[src/rtl/scseq_pkg.sv]
package scseq_pkg;

    localparam int OPC_W  = 2;
    localparam int REGA_W = 10;
    localparam int BYTE_W = 8;
    localparam int WORD_W = OPC_W + REGA_W + BYTE_W;
    localparam int ARG_W  = 16;

    typedef enum logic [OPC_W-1:0] {
        OPC_WRITE = 2'b00,
        OPC_CHECK = 2'b01,
        OPC_PAUSE = 2'b10,
        OPC_POLL  = 2'b11
    } opc_e;

    typedef struct packed {
        opc_e              opc;
        logic [REGA_W-1:0] rega;
        logic [BYTE_W-1:0] val;
    } word_t;

    typedef enum logic [2:0] {
        ST_IDLE,
        ST_FETCH,
        ST_DECODE,
        ST_XFER,
        ST_RETRY,
        ST_HOLD
    } state_e;

    // millisecond argument of a wait word: low 16 bits of the word
    function automatic logic [ARG_W-1:0] word_arg(word_t w);
        return {w.rega[7:0], w.val};
    endfunction

    function automatic logic is_end(word_t w);
        return (w.opc == OPC_PAUSE) && (word_arg(w) == '0);
    endfunction

    function automatic logic bit_set(logic [BYTE_W-1:0] rd, logic [2:0] sel);
        return rd[sel];
    endfunction

endpackage

[src/rtl/scseq_tick.sv]
module scseq_tick #(
    parameter int CYC_PER_MS = 125000
) (
    input  logic clk,
    input  logic rst,
    input  logic clr,
    output logic tick
);
    localparam int CW = (CYC_PER_MS > 1) ? $clog2(CYC_PER_MS) : 1;

    logic [CW-1:0] cnt;

    assign tick = (cnt == CW'(CYC_PER_MS - 1));

    always_ff @(posedge clk) begin
        if (rst || clr || tick) begin
            cnt <= '0;
        end else begin
            cnt <= cnt + 1'b1;
        end
    end
endmodule

[src/rtl/scseq_mstimer.sv]
module scseq_mstimer #(
    parameter int MS_W = 16
) (
    input  logic            clk,
    input  logic            rst,
    input  logic            clr,
    input  logic            tick,
    input  logic [MS_W-1:0] limit,
    output logic            expired
);
    logic [MS_W-1:0] elapsed;

    assign expired = (elapsed >= limit);

    always_ff @(posedge clk) begin
        if (rst || clr) begin
            elapsed <= '0;
        end else if (tick && (elapsed != '1)) begin
            elapsed <= elapsed + 1'b1;
        end
    end
endmodule

[src/rtl/scseq_ctrl.sv]
module scseq_ctrl
    import scseq_pkg::*;
#(
    parameter int               IDX_W           = 12,
    parameter int               MS_W            = 16,
    parameter logic [REGA_W-1:0] CLKEN_ADDR     = 10'h009,
    parameter logic [BYTE_W-1:0] CLKEN_DATA     = 8'h07,
    parameter int               CLKEN_WAIT_MS   = 20,
    parameter int               POLL_TIMEOUT_MS = 2000
) (
    input  logic              clk,
    input  logic              rst,
    input  logic              start,
    output logic [IDX_W-1:0]  rom_addr,
    input  logic [WORD_W-1:0] rom_data,
    output logic              spi_req,
    output logic              spi_we,
    output logic [REGA_W-1:0] spi_addr,
    output logic [BYTE_W-1:0] spi_wdata,
    input  logic              spi_ack,
    input  logic [BYTE_W-1:0] spi_rdata,
    output logic              tmr_clr,
    output logic [MS_W-1:0]   tmr_limit,
    input  logic              tmr_expired,
    output logic              busy,
    output logic              done,
    output logic              err,
    output logic [IDX_W-1:0]  fail_idx
);
    state_e           state;
    logic [IDX_W-1:0] pc;
    word_t            cur;
    word_t            fetched;
    logic [MS_W-1:0]  limit_q;
    logic             done_q;
    logic             err_q;
    logic [IDX_W-1:0] fidx_q;
    logic             clken_hit;
    logic             poll_ok;
    logic             check_ok;

    assign fetched   = word_t'(rom_data);
    assign clken_hit = (cur.opc == OPC_WRITE) && (cur.rega == CLKEN_ADDR)
                       && (cur.val == CLKEN_DATA);
    assign poll_ok   = bit_set(spi_rdata, cur.val[2:0]);
    assign check_ok  = (spi_rdata == cur.val);

    // timer restarts on entry to any timed section
    always_comb begin
        tmr_clr = 1'b0;
        if (state == ST_DECODE) begin
            if (fetched.opc == OPC_POLL) begin
                tmr_clr = 1'b1;
            end else if ((fetched.opc == OPC_PAUSE) && !is_end(fetched)) begin
                tmr_clr = 1'b1;
            end
        end else if ((state == ST_XFER) && spi_ack && clken_hit) begin
            tmr_clr = 1'b1;
        end
    end

    always_ff @(posedge clk) begin
        if (rst) begin
            state   <= ST_IDLE;
            pc      <= '0;
            cur     <= '0;
            limit_q <= '0;
            done_q  <= 1'b0;
            err_q   <= 1'b0;
            fidx_q  <= '0;
        end else begin
            case (state)
                ST_IDLE: begin
                    if (start) begin
                        pc     <= '0;
                        done_q <= 1'b0;
                        err_q  <= 1'b0;
                        fidx_q <= '0;
                        state  <= ST_FETCH;
                    end
                end
                ST_FETCH: begin
                    state <= ST_DECODE;
                end
                ST_DECODE: begin
                    cur <= fetched;
                    case (fetched.opc)
                        OPC_WRITE, OPC_CHECK: state <= ST_XFER;
                        OPC_POLL: begin
                            limit_q <= MS_W'(POLL_TIMEOUT_MS);
                            state   <= ST_XFER;
                        end
                        default: begin
                            if (is_end(fetched)) begin
                                done_q <= 1'b1;
                                state  <= ST_IDLE;
                            end else begin
                                limit_q <= MS_W'(word_arg(fetched));
                                state   <= ST_HOLD;
                            end
                        end
                    endcase
                end
                ST_XFER: begin
                    if (spi_ack) begin
                        case (cur.opc)
                            OPC_WRITE: begin
                                if (clken_hit) begin
                                    limit_q <= MS_W'(CLKEN_WAIT_MS);
                                    state   <= ST_HOLD;
                                end else begin
                                    pc    <= pc + 1'b1;
                                    state <= ST_FETCH;
                                end
                            end
                            OPC_CHECK: begin
                                if (check_ok) begin
                                    pc    <= pc + 1'b1;
                                    state <= ST_FETCH;
                                end else begin
                                    err_q  <= 1'b1;
                                    fidx_q <= pc;
                                    state  <= ST_IDLE;
                                end
                            end
                            default: begin
                                if (poll_ok) begin
                                    pc    <= pc + 1'b1;
                                    state <= ST_FETCH;
                                end else if (tmr_expired) begin
                                    err_q  <= 1'b1;
                                    fidx_q <= pc;
                                    state  <= ST_IDLE;
                                end else begin
                                    state <= ST_RETRY;
                                end
                            end
                        endcase
                    end
                end
                ST_RETRY: begin
                    state <= ST_XFER;
                end
                ST_HOLD: begin
                    if (tmr_expired) begin
                        pc    <= pc + 1'b1;
                        state <= ST_FETCH;
                    end
                end
                default: state <= ST_IDLE;
            endcase
        end
    end

    assign rom_addr  = pc;
    assign spi_req   = (state == ST_XFER);
    assign spi_we    = (cur.opc == OPC_WRITE);
    assign spi_addr  = cur.rega;
    assign spi_wdata = cur.val;
    assign tmr_limit = limit_q;
    assign busy      = (state != ST_IDLE);
    assign done      = done_q;
    assign err       = err_q;
    assign fail_idx  = fidx_q;
endmodule

[src/rtl/scseq_top.sv]
module scseq_top
    import scseq_pkg::*;
#(
    parameter int                CYC_PER_MS      = 125000,
    parameter int                IDX_W           = 12,
    parameter int                MS_W            = 16,
    parameter logic [REGA_W-1:0] CLKEN_ADDR      = 10'h009,
    parameter logic [BYTE_W-1:0] CLKEN_DATA      = 8'h07,
    parameter int                CLKEN_WAIT_MS   = 20,
    parameter int                POLL_TIMEOUT_MS = 2000
) (
    input  logic              clk,
    input  logic              rst,
    input  logic              start,
    output logic [IDX_W-1:0]  rom_addr,
    input  logic [WORD_W-1:0] rom_data,
    output logic              spi_req,
    output logic              spi_we,
    output logic [REGA_W-1:0] spi_addr,
    output logic [BYTE_W-1:0] spi_wdata,
    input  logic              spi_ack,
    input  logic [BYTE_W-1:0] spi_rdata,
    output logic              busy,
    output logic              done,
    output logic              err,
    output logic [IDX_W-1:0]  fail_idx
);
    logic            tick;
    logic            tmr_clr;
    logic            tmr_expired;
    logic [MS_W-1:0] tmr_limit;

    scseq_tick #(.CYC_PER_MS(CYC_PER_MS)) u_tick (
        .clk  (clk),
        .rst  (rst),
        .clr  (tmr_clr),
        .tick (tick)
    );

    scseq_mstimer #(.MS_W(MS_W)) u_timer (
        .clk     (clk),
        .rst     (rst),
        .clr     (tmr_clr),
        .tick    (tick),
        .limit   (tmr_limit),
        .expired (tmr_expired)
    );

    scseq_ctrl #(
        .IDX_W           (IDX_W),
        .MS_W            (MS_W),
        .CLKEN_ADDR      (CLKEN_ADDR),
        .CLKEN_DATA      (CLKEN_DATA),
        .CLKEN_WAIT_MS   (CLKEN_WAIT_MS),
        .POLL_TIMEOUT_MS (POLL_TIMEOUT_MS)
    ) u_ctrl (
        .clk         (clk),
        .rst         (rst),
        .start       (start),
        .rom_addr    (rom_addr),
        .rom_data    (rom_data),
        .spi_req     (spi_req),
        .spi_we      (spi_we),
        .spi_addr    (spi_addr),
        .spi_wdata   (spi_wdata),
        .spi_ack     (spi_ack),
        .spi_rdata   (spi_rdata),
        .tmr_clr     (tmr_clr),
        .tmr_limit   (tmr_limit),
        .tmr_expired (tmr_expired),
        .busy        (busy),
        .done        (done),
        .err         (err),
        .fail_idx    (fail_idx)
    );
endmodule

[config.mk]
export PLATFORM = sky130hd
export DESIGN_NAME = scseq_top
export DESIGN_NICKNAME = d
export VERILOG_FILES = /design/src/rtl/scseq_pkg.sv /design/src/rtl/scseq_tick.sv /design/src/rtl/scseq_mstimer.sv /design/src/rtl/scseq_ctrl.sv /design/src/rtl/scseq_top.sv
export SDC_FILE = /design/constraint.sdc
export NUM_CORES = 1
export LEC_CHECK = 0
export BUFFER_PORTS_ARGS = -buffer_cell sky130_fd_sc_hd__clkbuf_2
export CORE_MARGIN = 2
export CORE_UTILIZATION = 30
export DETAILED_ROUTE_END_ITERATION = 16
export GPL_TIMING_DRIVEN = 0
export MAX_ROUTING_LAYER = met4
export PLACE_DENSITY = 0.46
export SETUP_SLACK_MARGIN = 0.3
export SKIP_CTS_REPAIR_TIMING = 1
export SYNTH_ARGS = -nofsm -noshare
export SYNTH_HDL_FRONTEND = slang
export SYNTH_SLANG_ARGS = --single-unit
[constraint.sdc]
create_clock -name clk -period 3.4 [get_ports clk]
set_input_delay 0.17 -clock clk [delete_from_list [all_inputs] [get_ports clk]]
set_output_delay 0.17 -clock clk [all_outputs]
set_load 0.005 [all_outputs]
==> Yosys cells after proc, flatten, opt, wreduce, memory -nomap -nowiden <==
Index checks and enable logic that the tools add are counted.
{ "classes": {"n_addsub": 3, "n_lt_le_gt_ge": 2, "n_eq_ne": 30, "muxes": 47, "n_reduce_logical": 26} }
{ "ops": {"columns": ["cell", "count"], "rows": [
  ["two-way mux 12 bit", 10],
  ["one-hot mux 12 bit (2 select lines)", 3],
  ["two-way mux 16 bit", 4],
  ["one-hot mux 16 bit (2 select lines)", 2],
  ["one-hot mux 12 bit (3 select lines)", 1],
  ["two-way mux 3 bit", 8],
  ["one-hot mux 3 bit (6 select lines)", 1],
  ["adder 17 x 1 -> 17 bit, second input constant", 1],
  ["equality test 17 bit, second input constant", 1],
  ["adder 16 x 1 -> 16 bit, second input constant", 1],
  ["greater-or-equal comparator 16 bit", 1],
  ["zero test 16 bit", 1],
  ["!= test 16 bit, second input constant", 1],
  ["AND reduction 7 bit", 2],
  ["two-way mux 1 bit", 13],
  ["adder 12 x 1 -> 12 bit, second input constant", 1],
  ["!= test 2 bit, second input constant", 6],
  ["!= test 3 bit, second input constant", 4],
  ["equality test 10 x 4 -> 1 bit, second input constant", 1],
  ["equality test 8 x 3 -> 1 bit, second input constant", 1],
  ["equality test 8 bit", 1],
  ["logical AND 1 bit", 7],
  ["equality test 3 x 2 -> 1 bit, second input constant", 2],
  ["equality test 3 bit, second input constant", 2],
  ["other kinds (22)", 33]
]} }
{ "word_totals": {"register_bits": 98, "inputBits": 32, "wordCells": 119} }

==> Logic depth before layout (Yosys ltp) <==
Gate-level depths: netlist of run 1.
{ "logic_depth": {"depth_word": 9, "ltp_mapped": 12, "ltp_nobuf": 8} }

==> Hierarchy <==
From an unflattened synthesis of run 1, not the netlist that was laid out.
{ "hier_totals": {"cells_unflattened": 645, "hier_area_um2": 5330.1} }
{ "modules_own_cells": {"columns": ["mod", "n_inst", "cells_per_inst", "area_each_um2", "seq_area_each_um2"], "rows": [
  ["scseq_ctrl", 1, 406, 3320.7, 1301.2],
  ["scseq_mstimer", 1, 148, 1214.9, 320.3],
  ["scseq_tick", 1, 91, 794.5, 340.3]
]} }

==> Least setup slack after synthesis of run 1 <==
Ideal clock, no wire load.
{ "synth_path": {"path_kind": "register to register", "start": "register u_timer.elapsed[0]", "end": "register u_ctrl.fidx_q[10] (netlist: u_ctrl.fail_idx[10])", "setup_ns": 0.138, "arrival_ns": 2.246, "slack_ns": 1.016, "stages_incl_launch_ff": 10, "period_less_slack_ns": 2.384, "path_cell_list": "dfxtp_1 inv_1 ha_1 nand2b_1 a2111oi_0 nor4b_1 o31a_1 o211ai_1 clkbuf_1 o32ai_1"} }
{ "synth_via": {"elab_chain_cells": 3} }
{ "synth_rtl": {"columns": ["item", "line_no", "source"], "rows": [
  ["from (decl)", "scseq_mstimer.sv:11", "logic [MS_W-1:0] elapsed;"],
  ["from (signal assigned)", "scseq_mstimer.sv:19", "elapsed <= elapsed + 1'b1;"],
  ["greater-or-equal comparator 16 bit", "scseq_mstimer.sv:13", "assign expired = (elapsed >= limit);"],
  ["!= test 3 x 1 -> 1 bit (no line)", null, null],
  ["AND reduction 7 bit (no line)", null, null],
  ["to (signal assigned)", "scseq_ctrl.sv:122", "fidx_q <= pc;"],
  ["to (signal assigned)", "scseq_ctrl.sv:132", "fidx_q <= pc;"],
  ["to (decl)", "scseq_ctrl.sv:37", "logic [IDX_W-1:0] fidx_q;"]
]} }
Every way passes these cells.
A chain may end at the register's enable or synchronous reset.

==> Worst setup path in the final report of run 1 <==
{ "layout_path": {"start": "register u_timer.elapsed[0]", "end": "register u_ctrl.fidx_q[8] (netlist: u_ctrl.fail_idx[8])"} }
Same word-level chain as after synthesis.

==> results of run 1 <==
layout by cell type (no fill, tap or decap), types with 7 or more instances in the layout:
cell type  instances
clkbuf_1          20
nor2_1            50
nor3_1            18
buf_4             19
inv_1             34
o32ai_1           15
a21oi_1           47
clkbuf_16          9
and3_1            11
mux2i_1            9
nand2b_1          13
o21ai_0            7
nand3_1           22
nor4_1             9
xnor2_1           10
nand2_1           96
xor2_1            27
ha_1              19
a211oi_1          11
dfxtp_1           98
nand4_1           22
clkbuf_2          79
sequential cells by signal (all words and copies together), names as in the netlist, 2 cells and up:
register,flops
u_tick.cnt,17
u_ctrl.tmr_limit,16
u_timer.elapsed,16
u_ctrl.fail_idx,12
u_ctrl.rom_addr,12
u_ctrl.spi_addr,10
u_ctrl.spi_wdata,8
u_ctrl.state,3
u_ctrl.cur,2
layout make-up:
type	count	area (um2)
inverter	36	136
clock inverter	5	77.6
tap	220	275
multi-input combinational	443	2730
clock buffer	11	243
timing repair buffer	78	390
buffer	47	277
fill	1807	10500
sequential	98	1960
routing by layer:
metal	global-route usage, %	vias up	wire length [um]
met5	-	-	0
met1	20.9	2138	6850
met4	6.84	0	331
li1	-	2352	-
met3	2.72	19	580
met2	24.3	100	6080
worst max-delay path: stages, from the launching register on:
cell,delay (ns)
dfxtp_1,0.35
inv_1,0.09
ha_1,0.26
nand2b_1,0.14
a2111oi_0,0.52
nor4b_2,0.15
o31a_1,0.34
o31a_1,0.33
clkbuf_1,0.26
o32ai_1,0.29
power by group through the flow:
stage	logic [uW]	registers [uW]	clock network (uW)
2_1_floorplan	272	1240	0
3_3_place_gp	404	1240	0
3_5_place_dp	410	1250	0
4_1_cts	412	1220	1140
5_1_grt	458	1230	1190
6_report	410	1220	1110
cell usage after synthesis, types with 5 or more instances:
library cell | count | area [um2]
nand3_1 | 22 | 110
nor4b_1 | 7 | 61.3
xor2_1 | 27 | 236
buf_4 | 19 | 143
and3_1 | 11 | 68.8
inv_1 | 34 | 128
nor4_1 | 9 | 56.3
ha_1 | 19 | 238
o32ai_1 | 15 | 131
xnor2_1 | 10 | 87.6
nand2_1 | 96 | 360
nor3_1 | 18 | 90.1
nand4_1 | 22 | 138
dfxtp_1 | 98 | 1960
and4_1 | 5 | 43.8
clkbuf_1 | 20 | 75.1
a211oi_1 | 11 | 82.6
nor2_1 | 50 | 188
nand2b_1 | 13 | 81.3
a21oi_1 | 47 | 235
mux2i_1 | 9 | 90.1
o21ai_0 | 7 | 35.0
path summary, 6_finish.rpt:
| kind | startpoint | to | slack (ns) |
|---|---|---|---|
| worst max register to register | u_timer.elapsed[0]$_SDFFE_PP0P_ | u_ctrl.fail_idx[8]$_SDFFE_PP0P_ | 0.59 |
| worst min-delay path | rom_data[16] | u_ctrl.spi_addr[8]$_SDFFE_PP0P_ | 0.05 |
| worst min register to register | u_tick.cnt[0]$_SDFF_PP0_ | u_tick.cnt[0]$_SDFF_PP0_ | 0.45 |
| worst max-delay path | u_timer.elapsed[0]$_SDFFE_PP0P_ | u_ctrl.fail_idx[8]$_SDFFE_PP0P_ | 0.59 |
stage by stage:
stage               utilization (%)  setup slack, ns  instance area (um2)
global placement               34.7            0.542                 5760
finish                         36.7            0.585                 6090
floorplan                         -             1.02                 5090
detailed placement             34.7            0.494                 5760
global route                   36.7            0.342                 6090
CTS                            36.7            0.473                 6080
cells by family after synthesis:
| kind of cell | count (synthesis) | synth area share (%) |
|---|---|---|
| buffers and inverters | 83 | 8.08 |
| XOR/XNOR | 37 | 6.36 |
| flip-flops | 98 | 38.5 |
| AO/OA/AOI/OAI | 104 | 13.3 |
| AND/OR/NAND/NOR | 272 | 26.4 |
| multiplexers | 11 | 2.65 |
| adder cells (fa/ha/maj) | 19 | 4.67 |
==> results.json, run 1 <==
{
  "fin_crit_sh_pct": 82.8,
  "setup_viol": 0,
  "first_pass_iters": 4,
  "overflow": 0,
  "viasPerCell": 4.91,
  "num_rows": 47,
  "arrival_ns": 3.07,
  "power_switching_share_pct": 26.6,
  "die_w_um": 134,
  "fin_nets": 764,
  "postRouteWirelength_um": 13800,
  "dieHeight_um": 134,
  "ys.flop_type": "dfxtp_1",
  "core_um2": 16600,
  "ys_warn_count": 0,
  "drt_iter0_markers": 196,
  "hp-class": "in2reg",
  "synth.cell_area_um2": 5090,
  "power_density_nw_per_um2": 450,
  "synth_edf_count": 0,
  "path_max_fanout": 10,
  "grt_setup_unrepaired": "no",
  "vias": 4609,
  "synth_nets": 675,
  "dieArea_um2": 18000,
  "grt_pass1_vias": 4335,
  "grtUsageTotal_pct": 16.0,
  "drc": 0,
  "stdcell_count": 938,
  "drv_slew": 0,
  "setup_tns_ns": 0,
  "cts.sink_count": 98,
  "yosys_register_bits": 98,
  "cap_viol_max_count": 0,
  "start_util_pct": 30.7,
  "postRouteAntennaNets": 0,
  "clock_path_buffers": 2,
  "p_leak_uw": 0.00234,
  "drive_gt1_share_pct": 17.8,
  "fin_skew_ns": 0.00633,
  "place_congestion": 0.862,
  "clk_pin_slew_ns": 0.07,
  "max_freq_ghz": 0.355,
  "vdd_ir_drop_max_mv": 0.217,
  "status": "complete, no violations",
  "relSlewSlack_pct": 46.5,
  "seq_power_share_pct": 44.5,
  "worst_hold_slack_ns": 0.0460,
  "power_uw": 2740,
  "io_buffer_count": 78,
  "area_growth_pct": 19.5,
  "synth-async-reset-ratio_pct": 0,
  "reg2reg_depth": 9,
  "grt_pass1_wl_um": 22200,
  "io-pin-count": 79,
  "cts_tree": "yes",
  "worst_pin_slew_ns": 0.796,
  "power.switching_uw": 728,
  "hpwlAfterDp_um": 10800,
  "worstSkewPairLatency_ns": 0.35,
  "antenna_found_initial": 0,
  "yosysSeqAreaShare_pct": 38.5,
  "crit_required_ns": 3.65,
  "syn_area_per_cell_um2": 8.16,
  "syn_inst": 624,
  "holdPathStages": 3,
  "grt_max_degree": 16,
  "power.internal_uw": 2010,
  "critPathCaptureType": "flip-flop",
  "cp-start-kind": "flip-flop",
  "ys_types": 53,
  "dp_cells": 922,
  "timing.final.hold_violations": 0,
  "route.detailed.wl_per_inst_um": 14.8,
  "pwr-share-clk_pct": 40.5,
  "antenna_cells": 0,
  "power.share.combinational_pct": 15.0,
  "fin_crit_ns": 2.81,
  "setup.worst_path.class": "reg2reg",
  "htree_levels": 3,
  "cts_inserted_buffers": 9,
  "cts_root_buf": "clkbuf_16"
}
Power figures use the tool's default switching activity.
==> inputs of run 2 (changes only) <==
==> constraint.sdc (replaced) <==
create_clock -name clk -period 2.9 [get_ports clk]
set_input_delay 0.145 -clock clk [delete_from_list [all_inputs] [get_ports clk]]
set_output_delay 0.145 -clock clk [all_outputs]
set_load 0.005 [all_outputs]
==> run 2 against run 1 <==
Utilization increased by 0.66 points. Final area increased by 1.8%. Maximum frequency increased by 14%. Power increased by 18%. Sequential cell count unchanged. Register-to-register slack got worse by 0.15 ns. Sequential share of layout area decreased by 0.53 points. Critical endpoint is now u_tick.cnt[14]$_SDFF_PP0_. Largest power group unchanged.
==> results.json, run 2 (same netlist as run 1, synthesis figures left out) <==
{
  "power_density_nw_per_um2": 522,
  "detailed_place.area_um2": 5760,
  "postRouteWirelength_um": 13900,
  "cts.sink_count": 98,
  "top_register": "u_tick.cnt",
  "grtUsageTotal_pct": 16.0,
  "io-pin-count": 79,
  "clock_path_buffers": 2,
  "power_switching_share_pct": 26.6,
  "area_growth_pct": 21.7,
  "fin_skew_ns": 0.00654,
  "postRouteAntennaNets": 0,
  "grt_setup_unrepaired": "yes",
  "setup.worst_path.class": "reg2reg",
  "overflow": 0,
  "place_congestion": 0.862,
  "drc": 0,
  "drive_gt1_share_pct": 19.9,
  "worst_pin_slew_ns": 0.649,
  "die_w_um": 134,
  "power.switching_uw": 860,
  "critPathCaptureType": "flip-flop",
  "worstSkewPairLatency_ns": 0.35,
  "setup_tns_ns": 0,
  "hpwlAfterDp_um": 10800,
  "largest_reg_flops": 17,
  "grt_pass1_wl_um": 22200,
  "multiInputGateArea_um2": 2780,
  "core_um2": 16600,
  "clk_pin_slew_ns": 0.07,
  "antenna_cells": 0,
  "dieHeight_um": 134,
  "antenna_found_initial": 0,
  "dieArea_um2": 18000,
  "p_leak_uw": 0.00239,
  "cp-start-kind": "flip-flop",
  "pwr-share-clk_pct": 40.1,
  "layout_common_cells": "96 x nand2_1, 96 x dfxtp_1, 81 x clkbuf_2",
  "stdcell_count": 942,
  "power.internal_uw": 2380,
  "drt_iter0_markers": 182,
  "crit_required_ns": 3.15,
  "critPathSlowestCell": "or4_1",
  "vias": 4642,
  "viasPerCell": 4.93,
  "crit_path_max_incr_delay_ns": 0.55,
  "arrival_ns": 2.71,
  "path_max_fanout": 10,
  "drv_slew": 0,
  "cts_tree": "yes",
  "vdd_ir_drop_max_mv": 0.271,
  "first_pass_iters": 7,
  "fin_crit_sh_pct": 85.0,
  "cts_root_buf": "clkbuf_16",
  "dp_cells": 922,
  "route.detailed.wl_per_inst_um": 14.7,
  "cpMostUsedCell": "buf_6",
  "setup_viol": 0,
  "hp-class": "in2reg",
  "n_fill_cell": 1791,
  "grt_pass1_vias": 4335,
  "relSlewSlack_pct": 56.7,
  "post-route-cell-area_um2": 6200,
  "max_freq_ghz": 0.406,
  "grt_max_degree": 16,
  "power.share.combinational_pct": 15.7,
  "timing.final.hold_violations": 0,
  "fin_crit_ns": 2.47,
  "cts_inserted_buffers": 9,
  "htree_levels": 3,
  "io_buffer_count": 78,
  "critical_path.cell_chain": "buf_6 > nand2b_4 > or2_4 > clkinv_2 > nand2_1 > or4_1 > buf_6 > nand3_4 > or2_1 > buf_6 > buf_6 > nor2_1",
  "cap_viol_max_count": 0,
  "status": "complete, no violations",
  "fin_nets": 768,
  "num_rows": 47,
  "seq_power_share_pct": 44.2,
  "start_util_pct": 30.7,
  "seq_area_um2": 1960
}
==> run 2: cell type report <==
| cell class | count | share of cell area, % |
|---|---|---|
| inverter | 36 | 2.20 |
| multi-input combinational | 443 | 44.9 |
| timing repair buffer | 82 | 6.78 |
| clock buffer | 11 | 3.92 |
| tap | 220 | 4.44 |
| sequential | 98 | 31.7 |
| buffer | 47 | 4.78 |
| clock inverter | 5 | 1.25 |
==> run 2: power by group through the flow <==
stage                     logic, uW  clock network, uW  registers (uW)
after floorplan                 319                  0            1450
after global placement          474                  0            1460
after detailed placement        481                  0            1460
after CTS                       483               1340            1430
after global routing            564               1400            1440
final                           508               1300            1430
==> run 2: critical path: cells and delay by family (launching register included) <==
kind	cells	cell delay (ns)
buffers and inverters	5	0.67
and+or+nand+nor	7	1.37
DFF	1	0.31
==> run 2: path summary, 6_finish.rpt <==
path | start | end | slack [ns] | cells past startpoint
worst min register to register | u_tick.cnt[0]$_SDFF_PP0_ | u_tick.cnt[0]$_SDFF_PP0_ | 0.45 | 1
worst max-delay path | u_ctrl.state[2]$_SDFFE_PP0P_ | u_tick.cnt[14]$_SDFF_PP0_ | 0.43 | 12
worst min-delay path | rom_data[16] | u_ctrl.spi_addr[8]$_SDFFE_PP0P_ | 0.02 | 3
worst max register to register | u_ctrl.state[2]$_SDFFE_PP0P_ | u_tick.cnt[14]$_SDFF_PP0_ | 0.43 | 12
==> run 2: through the flow <==
| step | setup WS, ns | total power [uW] | util [%] | hold WS, ns |
|---|---|---|---|---|
| 2_1_floorplan | 0.516 | 1770 | - | 0.281 |
| 3_3_place_gp | 0.0424 | 1930 | 34.7 | 0.382 |
| 3_5_place_dp | -0.00582 | 1940 | 34.7 | 0.384 |
| 4_1_cts | -0.0269 | 3250 | 36.7 | 0.0123 |
| 5_1_grt | 0.287 | 3400 | 37.4 | 0.0339 |
| 6_report | 0.435 | 3240 | 37.4 | 0.0200 |
==> run 2: routing by layer <==
layer / global-route usage, % / share of wire [%] / vias up
met5: - / 0 / -
met4: 6.84 / 2.4 / 0
met3: 2.72 / 4.7 / 20
met2: 24.3 / 44 / 102
met1: 20.9 / 49 / 2160
li1: - / - / 2360
==> inputs of run 3 (changes only) <==
--- a/config.mk
+++ b/config.mk
@@ -10,8 +10,8 @@
 export CORE_UTILIZATION = 30
 export DETAILED_ROUTE_END_ITERATION = 16
 export GPL_TIMING_DRIVEN = 0
+export HOLD_SLACK_MARGIN = 0.08
 export MAX_ROUTING_LAYER = met4
-export PLACE_DENSITY = 0.46
 export SETUP_SLACK_MARGIN = 0.3
 export SKIP_CTS_REPAIR_TIMING = 1
 export SYNTH_ARGS = -nofsm -noshare
==> run 3 against run 2 <==
Final area increased by 1.4%. Sequential power about the same. First-iteration DRC count increased by 28%. Critical path type unchanged. Combinational power increased by 1%.
==> results.json, run 3 (same netlist as run 1, synthesis figures left out) <==
{
  "cts_tree": "yes",
  "grt_most_used_layer": "met2",
  "first_pass_iters": 4,
  "vias": 4665,
  "dp_cells": 922,
  "power.share.combinational_pct": 16.5,
  "vdd_ir_drop_max_mv": 0.293,
  "grtUsageMet2_pct": 22.6,
  "layout_common_cells": "97 x dfxtp_1, 96 x nand2_1, 81 x clkbuf_2",
  "worst_hold_slack_ns": 0.0434,
  "timing.final.hold_violations": 0,
  "rr_startpoint": "u_timer.elapsed[13]$_SDFFE_PP0P_",
  "critical_path.cell_chain": "ha_1 > a21o_1 > a21oi_1 > o221ai_1 > o31a_1 > o31a_1 > buf_4 > o32ai_1",
  "power_switching_share_pct": 28.9,
  "setup_viol": 0,
  "clk_pin_slew_ns": 0.08,
  "worst_slack_ns": 0.450,
  "drc": 0,
  "start_util_pct": 30.7,
  "hpwlAfterDp_um": 9840,
  "io_buffer_count": 78,
  "pre_cts_ws_ns": 0.0441,
  "arrival_ns": 2.71,
  "cts_inserted_buffers": 9,
  "grtUsageTotal_pct": 14.4,
  "path_max_fanout": 10,
  "grtUsageMet1_pct": 18.8,
  "grt_pass1_wl_um": 20600,
  "worstSkewPairLatency_ns": 0.36,
  "place_congestion": 0.847,
  "multiInputGateArea_um2": 2780,
  "worst_pin_slew_ns": 0.557,
  "cp-start-kind": "flip-flop",
  "reg2reg_depth": 8,
  "cpMostUsedCell": "o31a_1",
  "grt_pass1_vias": 4093,
  "io-pin-count": 79,
  "drive_gt1_share_pct": 19.6,
  "core_um2": 16600,
  "power.switching_uw": 897,
  "relSlewSlack_pct": 62.3,
  "seq_power_share_pct": 46.1,
  "seq_area_um2": 1960,
  "die_w_um": 134,
  "cts.sink_count": 98,
  "n_fill_cell": 1740,
  "num_rows": 47,
  "top_register": "u_tick.cnt",
  "antenna_cells": 0,
  "setup.worst_path.class": "reg2reg",
  "hp-class": "in2reg",
  "postRouteWirelength_um": 13100,
  "fin_skew_ns": 0.0104,
  "dieArea_um2": 18000,
  "min-delay-start": "rom_data[9]",
  "area_growth_pct": 23.4,
  "htree_levels": 3,
  "power_density_nw_per_um2": 493,
  "drv_slew": 0,
  "grt_setup_unrepaired": "no",
  "antenna_found_initial": 0,
  "viasPerCell": 4.88,
  "status": "complete, no violations",
  "final_common_cell": "dfxtp_1",
  "setup_tns_ns": 0,
  "stdcell_count": 955,
  "max_freq_ghz": 0.408,
  "post-route-cell-area_um2": 6280,
  "clock_path_buffers": 2,
  "grt_use_met3_pct": 2.68,
  "grt_max_degree": 19,
  "fin_crit_ns": 2.45,
  "dieHeight_um": 134,
  "fin_nets": 781,
  "holdPathStages": 3,
  "crit_path_max_incr_delay_ns": 0.43,
  "pwr-share-clk_pct": 37.4,
  "p_leak_uw": 0.00242,
  "postRouteAntennaNets": 0,
  "fin_crit_sh_pct": 84.5,
  "critPathCaptureType": "flip-flop",
  "crit_start": "u_timer.elapsed[13]$_SDFFE_PP0P_",
  "route.detailed.wl_per_inst_um": 13.7,
  "cap_viol_max_count": 0,
  "power.internal_uw": 2200,
  "crit_required_ns": 3.16,
  "detailed_place.area_um2": 5760,
  "drt_iter0_markers": 233,
  "critPathSlowestCell": "dfxtp_1",
  "overflow": 0,
  "largest_reg_flops": 17,
  "cts_root_buf": "clkbuf_16"
}
## run 3: cell count changes in the layout (fill, tap and decap cells not counted), sizes merged
cell         previous run  this run
bufinv                  2         0
clkbuf                108       106
dlygate4sd3             0        13
inv                    34        38
## run 3: layer usage
| metal | share of wire, % | vias up |
|---|---|---|
| met2 | 47 | 86 |
| met3 | 3.6 | 16 |
| met1 | 48 | 2166 |
| met4 | 1.5 | 0 |
| li1 | - | 2397 |
| met5 | 0 | - |
## run 3: metrics by stage
stage,total power (uW),util (%)
floorplan,1770,-
global placement,1930,34.7
detailed placement,1930,34.7
CTS,3100,36.4
global route,3250,37.9
finish,3100,37.9
## run 3: power groups by stage
| stage | logic, uW | registers, uW | clock network (uW) |
|---|---|---|---|
| after floorplan | 319 | 1450 | 0 |
| after global placement | 466 | 1460 | 0 |
| after detailed placement | 470 | 1460 | 0 |
| after CTS | 472 | 1430 | 1200 |
| after global routing | 568 | 1440 | 1250 |
| final | 513 | 1430 | 1160 |
## run 3: final cells by class
class,count,area share (%)
plain buffers,47,4.64
clock inverters,7,0.936
multi-input cells,443,44.3
well taps,220,4.38
clock buffers,9,3.58
repair buffers,95,8.76
inverters,36,2.17
flip-flops and latches,98,31.2
## run 3: final timing paths
path / endpoint / slack, ns
hold reg to reg: u_tick.cnt[0]$_SDFF_PP0_ / 0.44
hold / removal: u_ctrl.spi_addr[1]$_SDFFE_PP0P_ / 0.04
setup reg to reg: u_ctrl.fail_idx[5]$_SDFFE_PP0P_ / 0.45
setup / recovery: u_ctrl.fail_idx[5]$_SDFFE_PP0P_ / 0.45
## run 3: worst max-delay path: cells and delay by family, from the launching register on
family,cells,cell delay (ns)
buffers and inverters,1,0.20
adder cells (fa/ha/maj),1,0.28
AO/OA/AOI/OAI,6,1.45
flip-flops,1,0.43
